==> src/rtl/clkswitch_delay.sv <==
module clkswitch_delay #(
  parameter int FIX_TICKS  = 80,
  parameter int OST_CYCLES = 1024
) (
  input  logic       clk,
  input  logic       rst,
  input  logic       start,
  input  logic [2:0] src_sel,
  input  logic [1:0] from_state,
  input  logic       ref_tick,
  input  logic       osc_tick,
  output logic       ready,
  output logic       busy
);
  localparam int MAXC = (OST_CYCLES > FIX_TICKS) ? OST_CYCLES : FIX_TICKS;
  localparam int CW   = $clog2(MAXC + 1);
  localparam logic [CW-1:0] FIX_LIM = CW'(FIX_TICKS);
  localparam logic [CW-1:0] OST_LIM = CW'(OST_CYCLES);

  localparam logic [1:0] FROM_SLEEP = 2'd0;
  localparam logic [1:0] FROM_POR   = 2'd1;
  localparam logic [1:0] FROM_HFINT = 2'd2;

  function automatic logic pick_ost(input logic [2:0] s, input logic [1:0] f);
    case (s)
      3'd0, 3'd1: pick_ost = !(f == FROM_SLEEP || f == FROM_POR);
      3'd5, 3'd6: pick_ost = (f == FROM_HFINT);
      default:    pick_ost = 1'b1;
    endcase
  endfunction

  logic          use_ost;
  logic [CW-1:0] cnt;
  logic          sel_ost;
  logic          tick;
  logic [CW-1:0] lim;

  assign sel_ost = pick_ost(src_sel, rst ? FROM_POR : from_state);
  assign tick    = use_ost ? osc_tick : ref_tick;
  assign lim     = use_ost ? OST_LIM : FIX_LIM;
  assign ready   = ~busy;

  always_ff @(posedge clk) begin
    if (rst || start) begin
      busy    <= 1'b1;
      cnt     <= '0;
      use_ost <= sel_ost;
    end else if (busy) begin
      if (cnt == lim)
        busy <= 1'b0;
      else if (tick)
        cnt <= cnt + 1'b1;
    end
  end
endmodule

==> config.mk <==
export PLATFORM = sky130hd
export DESIGN_NAME = clkswitch_delay
export DESIGN_NICKNAME = d
export VERILOG_FILES = /design/src/rtl/clkswitch_delay.sv
export SDC_FILE = /design/constraint.sdc
export NUM_CORES = 1
export LEC_CHECK = 0
export ABC_AREA = 1
export BUFFER_PORTS_ARGS = -buffer_cell sky130_fd_sc_hd__buf_2
export CAP_MARGIN = 20
export CORE_MARGIN = 5
export CORE_UTILIZATION = 30
export DETAILED_ROUTE_END_ITERATION = 16
export SLEW_MARGIN = 20
export SYNTH_ARGS = -nofsm -noshare
export SYNTH_HDL_FRONTEND = slang
export SYNTH_SLANG_ARGS = --single-unit
==> constraint.sdc <==
create_clock -name clk -period 2.4 [get_ports clk]
set_input_delay 0.24 -clock clk [delete_from_list [all_inputs] [get_ports clk]]
set_output_delay 0.24 -clock clk [all_outputs]
set_load 0.1 [all_outputs]
==> results.yml, run 1 <==
outcome:
  status: "finished clean"
synth:
  syn_area_um2: 835
  yosys.area.top_type: "dfxtp_1"
  ys_seq_area_share_pct: 32.4
  synth_warnings: 0
  synth-edff-count: 1
  synth_area_leaders: "dfxtp_1, nand2_1, inv_1"
  synth.top_cells.by_count: "nand2_1, inv_1, dfxtp_1"
  synth.net_count: 136
  synthFlopType: "dfxtp_1"
  synth_most_common_cell: "nand2_1"
  ys_ff_latch: 13
  ys_async_sr_fraction_pct: 0
  synth_top_area_share_pct: 28.8
  syn_inst: 124
  yosysUniqueCellTypes: 19
  syn_avg_cell_area_um2: 6.73
worst_setup_path:
  rr_startpoint: "cnt[0]"
  worstPathMaxFanout: 7
  endpoint_kind: "register"
  crit_type: "register to register"
  startpoint_type: "register"
  reg2reg_depth: 9
  required_ns: 2.61
  timing.rr.end: "cnt[1]"
  arrival_ns: 1.77
  ff2ff_setup_slack_ns: 0.84
floorplanning:
  io_pins: 12
  die_w_um: 62.7
  fp.dieArea_um2: 3940
  die_h_um: 62.7
  rows: 19
  core_area_um2: 2710
  start_util_pct: 30.8
min_path:
  min_from: "start"
  hold_depth: 3
  hold_class: "input port to register"
  hold_end: "busy"
sta:
  hold_ws_ns: 0.171
  worst_slew_pin_slew_ns: 0.487
  rsz0062_at_grt: "false"
  fin_crit_sh_pct: 64.9
  timing.fmax_mhz: 642
  relSlewSlack_pct: 67.7
  hold_viol: 0
  slew_viol_final: 0
  fin_crit_ns: 1.56
  final-setup-viol-count: 0
  setup_tns_ns: 0
  finClkSkew_ns: 0.00655
pwr:
  total_power_uw: 418
  power_density_nw_per_um2: 451
  peakVddDrop_mv: 0.334
  leakage_nw: 0.379
route:
  drt-initial-drc-count: 27
  wl_per_cell_um: 10.8
  drtPass1Iterations: 4
  vias: 774
  antenna_violating_nets_post_route: 0
  vias_per_cell: 4.63
  drc_errors: 0
  totalWireLength_mm: 1.80
cts:
  clock-root-buffer: "clkbuf_4"
  numCtsBuffers: 3
  path_clk_slew_ns: 0.09
  clkSinkCount: 13
  clockBufferDepth: 2
  post_cts_buffers: 0
  clk_latency_ns: 0.28
  postCtsHoldBufs: 0
  cts_resized: 0
  htree_num_levels: 1
  cts_tree: "done"
finish:
  drive_gt1_share_pct: 18.4
  area_delta_synth_final_pct: 11.2
  antenna_cells: 0
  fin_nets: 149
global_routing:
  grt_max_degree: 13
  overflow: 0
  grt_usage_pct: 9.90
  grt_pass1_wl_mm: 3.20
  grt_pass1_vias: 783
  antenna_found_initial: 0
run:
  max_cap_violations: 0
placement:
  dp_hpwl_mm: 1.36
  io_buffers: 11
  gp_congestion: 0.820
==> layout make-up <==
cell class | instances | area [µm²]
flip-flops and latches | 13 | 270
well taps | 31 | 38.8
multi-input cells | 92 | 478
clock buffers | 4 | 26.3
inverters | 16 | 60.1
repair buffers | 11 | 55.1
fillers | 303 | 1780
==> metrics by stage <==
step	util, %	std cells	worst slack [ns]	instance area [µm²]
3_5_place_dp	33.3	163	0.872	902
6_report	34.3	167	0.841	928
5_1_grt	34.3	167	0.631	928
4_1_cts	34.3	167	0.834	928
3_3_place_gp	33.3	163	0.942	902
2_1_floorplan	-	124	0.374	835
==> registers in the layout (all words and copies together), names as in the netlist <==
register,cells
cnt,11
busy,1
use_ost,1
==> routing by layer <==
layer / GRT usage (%) / vias to the layer above / wire length (µm) / share of wire, %
met3: 2.88 / 4 / 55 / 3.1
met2: 15.9 / 13 / 852 / 47
met4: 5.57 / 0 / 29 / 1.6
li1: - / 409 / - / -
met5: 0 / - / 0 / 0
met1: 11.6 / 348 / 863 / 48
==> placed cells by master (no fill, tap or decap), drive strengths merged, types with 2 or more instances in the layout <==
master / synthesis / layout
o21ai: 2 / 2
xor2: 6 / 6
nand2: 41 / 41
xnor2: 2 / 2
inv: 16 / 16
a21oi: 11 / 11
nand3: 8 / 8
clkbuf: 1 / 4
nand4: 4 / 4
nor2: 15 / 15
ha: 2 / 2
dfxtp: 12 / 12
buf: 2 / 11
==> cell families after synthesis <==
logic type | share of synthesized area, %
AOI/OAI and AO/OA | 8.70
and+or+nand+nor | 37.2
xor gates and xnor gates | 8.40
buffers and inverters | 10.3
DFF | 32.4
adders and majority gates | 3.00
==> how the worst max path moves through the flow <==
| stage | slack [ns] | to | cells past startpoint | from |
|---|---|---|---|---|
| 2_1_floorplan | 0.37 | ready | 1 | busy |
| 3_3_place_gp | 0.94 | cnt[1] | 9 | cnt[0] |
| 3_5_place_dp | 0.87 | cnt[1] | 9 | cnt[0] |
| 4_1_cts | 0.83 | cnt[1] | 9 | cnt[0] |
| 5_1_grt | 0.63 | cnt[1] | 9 | cnt[0] |
| 6_report | 0.84 | cnt[1] | 9 | cnt[0] |
==> worst max-delay path, cell delays in order, from the launching register on <==
cell and delay (ns):
dfxtp_1 0.39, inv_1 0.09, ha_1 0.19, nand2_1 0.07, nor2_2 0.04, nand3_2 0.11, nand2_2 0.07, nor2_2 0.26
nand2_1 0.12, a21oi_2 0.12
==> where the power goes <==
part	leakage, nW	internal [mW]	switching, mW
registers	0.107	0.223	0.00392
clock network	0.0150	0.0645	0.0771
logic	0.257	0.0167	0.0335
total	0.379	0.304	0.115
Power figures use the tool's default switching activity.
==> inputs of run 2 (changes only) <==
clock period = 1.6 ns   (was 2.4 ns; I/O delays follow)
==> run 2 against run 1 <==
Net effect:
- worst setup slack worse by 0.71 ns
- power rose by 50%
- critical path depth is 1 lower
- critical path type unchanged
- count of clock-buffer cells in the layout is the same
- critical endpoint unchanged
- register-to-register slack got worse by 0.71 ns
- first-iteration DRC count is 11% lower
- sequential share of layout area shrank 0.061 points
==> results.yml, run 2 (synthesis gave the netlist of run 1 again) <==
worst_setup_path:
  worstPathMaxFanout: 11
  crit_type: "register to register"
  max_stage_delay_ns: 0.39
  arrival_ns: 1.63
  crit_chain: "inv_1, ha_1, nand2_1, nor2_2, nand3_2, nand3_2, nand2_1, a21oi_2"
  startpoint_type: "register"
  required_ns: 1.76
  slowest_stage: "dfxtp_1"
  endpoint_kind: "register"
sta:
  worst_slew_pin_slew_ns: 0.487
  fin_crit_sh_pct: 91.6
  finClkSkew_ns: 0.00273
  finalWorstSetupSlack_ns: 0.134
  slew_viol_final: 0
  rsz0062_at_grt: "false"
  final-setup-viol-count: 0
  setup_tns_ns: 0
  timing.fmax_mhz: 682
  hold_viol: 0
  relSlewSlack_pct: 67.8
  fin_crit_ns: 1.47
floorplanning:
  die_h_um: 62.7
  start_util_pct: 30.8
  io_pins: 12
  core_area_um2: 2710
  fp.dieArea_um2: 3940
  rows: 19
  die_w_um: 62.7
cts:
  clockBufferDepth: 2
  htree_num_levels: 1
  clkSinkCount: 13
  cts_tree: "done"
  path_clk_slew_ns: 0.09
  clock-root-buffer: "clkbuf_4"
  numCtsBuffers: 3
  clk_latency_ns: 0.28
  post_cts_buffers: 0
global_routing:
  grt_max_degree: 13
  overflow: 0
  grt_pass1_vias: 710
  antenna_found_initial: 0
  grt_usage_pct: 9.23
  grt_pass1_wl_mm: 2.93
route:
  drt-initial-drc-count: 24
  antenna_violating_nets_post_route: 0
  vias_per_cell: 4.71
  drtPass1Iterations: 4
  wl_per_cell_um: 10.3
  vias: 786
  totalWireLength_mm: 1.71
  drc_errors: 0
finish:
  reg_top3: "cnt x11, busy x1, use_ost x1"
  area_delta_synth_final_pct: 12.0
  finalNonFillerCells: 167
  final_cell_mix: "nand2_1, inv_1, dfxtp_1, buf_2, nor2_1"
  largest-register: "cnt"
  final_common_cell: "nand2_1"
  drive_gt1_share_pct: 19.1
  largest_reg_flops: 11
  fin_nets: 149
  antenna_cells: 0
  postLayoutCoreUtil_pct: 34.5
placement:
  dp_hpwl_mm: 1.31
  gp_congestion: 0.790
  place_inst: 163
  io_buffers: 11
  dp_slack_ns: 0.109
min_path:
  hold_class: "input port to register"
pwr:
  peakVddDrop_mv: 0.436
  power_density_nw_per_um2: 671
  total_power_uw: 628
  leakage_nw: 0.380
run:
  max_cap_violations: 0
outcome:
  status: "finished clean"
run 2: cell counts in the layout (fill, tap and decap cells not counted):
No cell type changed its count.
run 2: final cells by class:
cell class | count | area, µm²
Clock buffer | 4 | 26.3
Fill cell | 312 | 1780
Inverter | 16 | 60.1
Multi-Input combinational cell | 92 | 483
Sequential cell | 13 | 272
Tap cell | 31 | 38.8
Timing Repair Buffer | 11 | 55.1
run 2: stage by stage:
stage / area, µm² / hold slack [ns]
after detailed placement: 903 / 0.390
after floorplan: 836 / 0.264
after global placement: 903 / 0.392
after CTS: 930 / 0.0922
after global routing: 935 / 0.123
final: 935 / 0.0912
run 2: per-layer routing:
layer | wire (µm) | vias up | GRT usage, %
li1 | - | 413 | -
met1 | 748 | 354 | 10.3
met2 | 862 | 15 | 16.1
met3 | 54 | 4 | 1.08
met4 | 48 | 0 | 6.37
met5 | 0 | - | 0
run 2: power by group:
part	leakage [nW]	total, mW	switching, mW	internal (mW)
clock	0.0150	0.213	0.116	0.0968
combinational	0.258	0.0759	0.0492	0.0267
sequential	0.106	0.339	0.00511	0.334
total	0.380	0.628	0.170	0.457
run 2: worst paths after layout:
path / slack, ns / start / cells past startpoint / endpoint
worst max-delay path: 0.13 / cnt[0] / 8 / cnt[1]
worst min-delay path: 0.09 / start / 3 / busy
worst max register to register: 0.13 / cnt[0] / 8 / cnt[1]
worst min register to register: 0.49 / cnt[10] / 2 / cnt[10]
run 2: worst max-delay path, delay by kind of cell (launching register included):
family                     cells  cell delay, ns
adders and majority gates      1            0.20
DFF                            1            0.39
AOI/OAI and AO/OA              1            0.06
buffers and inverters          1            0.09
and+or+nand+nor                5            0.61
run 2: repair_timing:
item                                    4_1_cts  5_1_grt
hold buffers                                  0        0
endpoints found under the setup margin        0        7
gates resized for setup                       0        1
==> inputs of run 3 (changes only) <==
CELL_PAD_IN_SITES_DETAIL_PLACEMENT = 0   (was not set)
CELL_PAD_IN_SITES_GLOBAL_PLACEMENT = 1   (was not set)
PLACE_DENSITY_LB_ADDON = 0.1   (was not set)
==> run 3 against run 2 <==
Net effect:
- power increased by 1.3%
- die area stayed put
- critical path depth is the same
- register-to-register slack about the same
- clock power about the same
- largest power group unchanged
- routed wire length up 19%
- largest cell class unchanged
- design area increased by 2.3%
- non-clock buffer count up 1
- utilization is 0.78 points higher
- sequential power barely moved
- sequential share of layout area down 0.38 points
- first-iteration DRC count up 25%
==> results.yml, run 3 (synthesis gave the netlist of run 1 again) <==
outcome:
  status: "finished clean"
finish:
  postLayoutCoreUtil_pct: 35.3
  drive_gt1_share_pct: 21.9
  antenna_cells: 0
  fin_nets: 150
  finalNonFillerCells: 168
  reg_top3: "cnt x11, busy x1, use_ost x1"
  area_delta_synth_final_pct: 14.5
  largest-register: "cnt"
  final_cell_mix: "nand2_1, inv_1, buf_2"
  final_common_cell: "nand2_1"
  fill_cells: 310
  largest_reg_flops: 11
  regArea_um2: 274
  multi_input_area_um2: 494
global_routing:
  grt_usage_pct: 11.0
  grt_pass1_wl_mm: 3.55
  grt.busiest_layer: "met2"
  antenna_found_initial: 0
  grt_use_met2_pct: 17.4
  use_met3_pct: 3.24
  overflow: 0
  grt_pass1_vias: 810
  grt_max_degree: 13
  gr-usage-met1_pct: 14.0
pwr:
  p_seq_share_pct: 53.4
  power_density_nw_per_um2: 665
  p_clk_share_pct: 33.9
  pwr-share-comb_pct: 12.7
  internal_power_uw: 457
  power.share.switching_pct: 28.2
  peakVddDrop_mv: 0.465
  leakage_nw: 0.388
  netSwitchingPower_uw: 179
  total_power_uw: 636
min_path:
  hold_class: "input port to register"
worst_setup_path:
  endpoint_kind: "register"
  worstPathMaxFanout: 11
  crit_type: "register to register"
  arrival_ns: 1.68
  startpoint_type: "register"
  ff2ff_setup_slack_ns: 0.13
  required_ns: 1.81
cts:
  cts_tree: "done"
  numCtsBuffers: 3
  clk_latency_ns: 0.28
  path_clk_slew_ns: 0.09
  htree_num_levels: 1
  postCtsHoldBufs: 0
  clkSinkCount: 13
  clockBufferDepth: 2
  clock-root-buffer: "clkbuf_4"
floorplanning:
  io_pins: 12
  fp.dieArea_um2: 3940
  rows: 19
  core_area_um2: 2710
  start_util_pct: 30.8
  die_w_um: 62.7
  die_h_um: 62.7
sta:
  fin_crit_sh_pct: 91.9
  hold_viol: 0
  fin_crit_ns: 1.47
  hold_ws_ns: 0.0652
  slew_viol_final: 0
  final-setup-viol-count: 0
  timing.fmax_mhz: 680
  worst_slew_pin_slew_ns: 0.495
  relSlewSlack_pct: 67.0
  finClkSkew_ns: 0.00114
route:
  drtPass1Iterations: 5
  drc_errors: 0
  vias_per_cell: 4.70
  drt-initial-drc-count: 30
  wl_per_cell_um: 12.1
  antenna_violating_nets_post_route: 0
  totalWireLength_mm: 2.04
  vias: 789
placement:
  gp_congestion: 0.773
  io_buffers: 11
  dp_hpwl_mm: 1.50
  place_inst: 164
run:
  max_cap_violations: 0
-- run 3: final timing paths --
check,cells past startpoint,start,end
setup / recovery,8,cnt[0],cnt[0]
hold / removal,3,start,busy
setup reg to reg,8,cnt[0],cnt[0]
hold reg to reg,2,cnt[10],cnt[10]
-- run 3: through the flow --
stage | area (µm²) | setup TNS (ns) | worst slack [ns]
2_1_floorplan | 836 | 0 | 0.164
3_3_place_gp | 911 | 0 | 0.0830
3_5_place_dp | 911 | 0 | 0.0480
4_1_cts | 937 | 0 | 0.0212
5_1_grt | 956 | -0.0128 | -0.00859
6_report | 956 | 0 | 0.130
-- run 3: layer usage --
| layer | part of all wire, % | vias to the layer above |
|---|---|---|
| met5 | 0 | - |
| met4 | 2.0 | 0 |
| met3 | 3.9 | 4 |
| met2 | 46 | 18 |
| met1 | 48 | 353 |
| li1 | - | 414 |
-- run 3: power groups by stage --
stage	clock [mW]	combinational, mW	sequential [mW]
CTS	0.230	0.0778	0.339
finish	0.216	0.0808	0.340
detailed placement	0	0.0778	0.347
global placement	0	0.0765	0.346
floorplan	0	0.0579	0.345
global route	0.242	0.0905	0.341
-- run 3: area by class of cell --
type | count | share of cell area [%]
timing repair buffer | 12 | 6.54
sequential | 13 | 28.7
tap | 31 | 4.06
inverter | 16 | 6.28
multi-input combinational | 92 | 51.7
clock buffer | 4 | 2.75
-- run 3: repair_timing --
action / in CTS / in global routing
resized for setup: 0 / 5
setup buffers: 0 / 0
endpoints found under the setup margin: 0 / 11
-- run 3: worst max-delay path, cell delays in order, from the launching register on --
cell,delay (ns)
dfxtp_2,0.34
inv_1,0.09
ha_1,0.15
nand2_1,0.06
nor2_2,0.17
nand3_4,0.13
nand3_2,0.22
nand2_1,0.11
a21oi_2,0.13
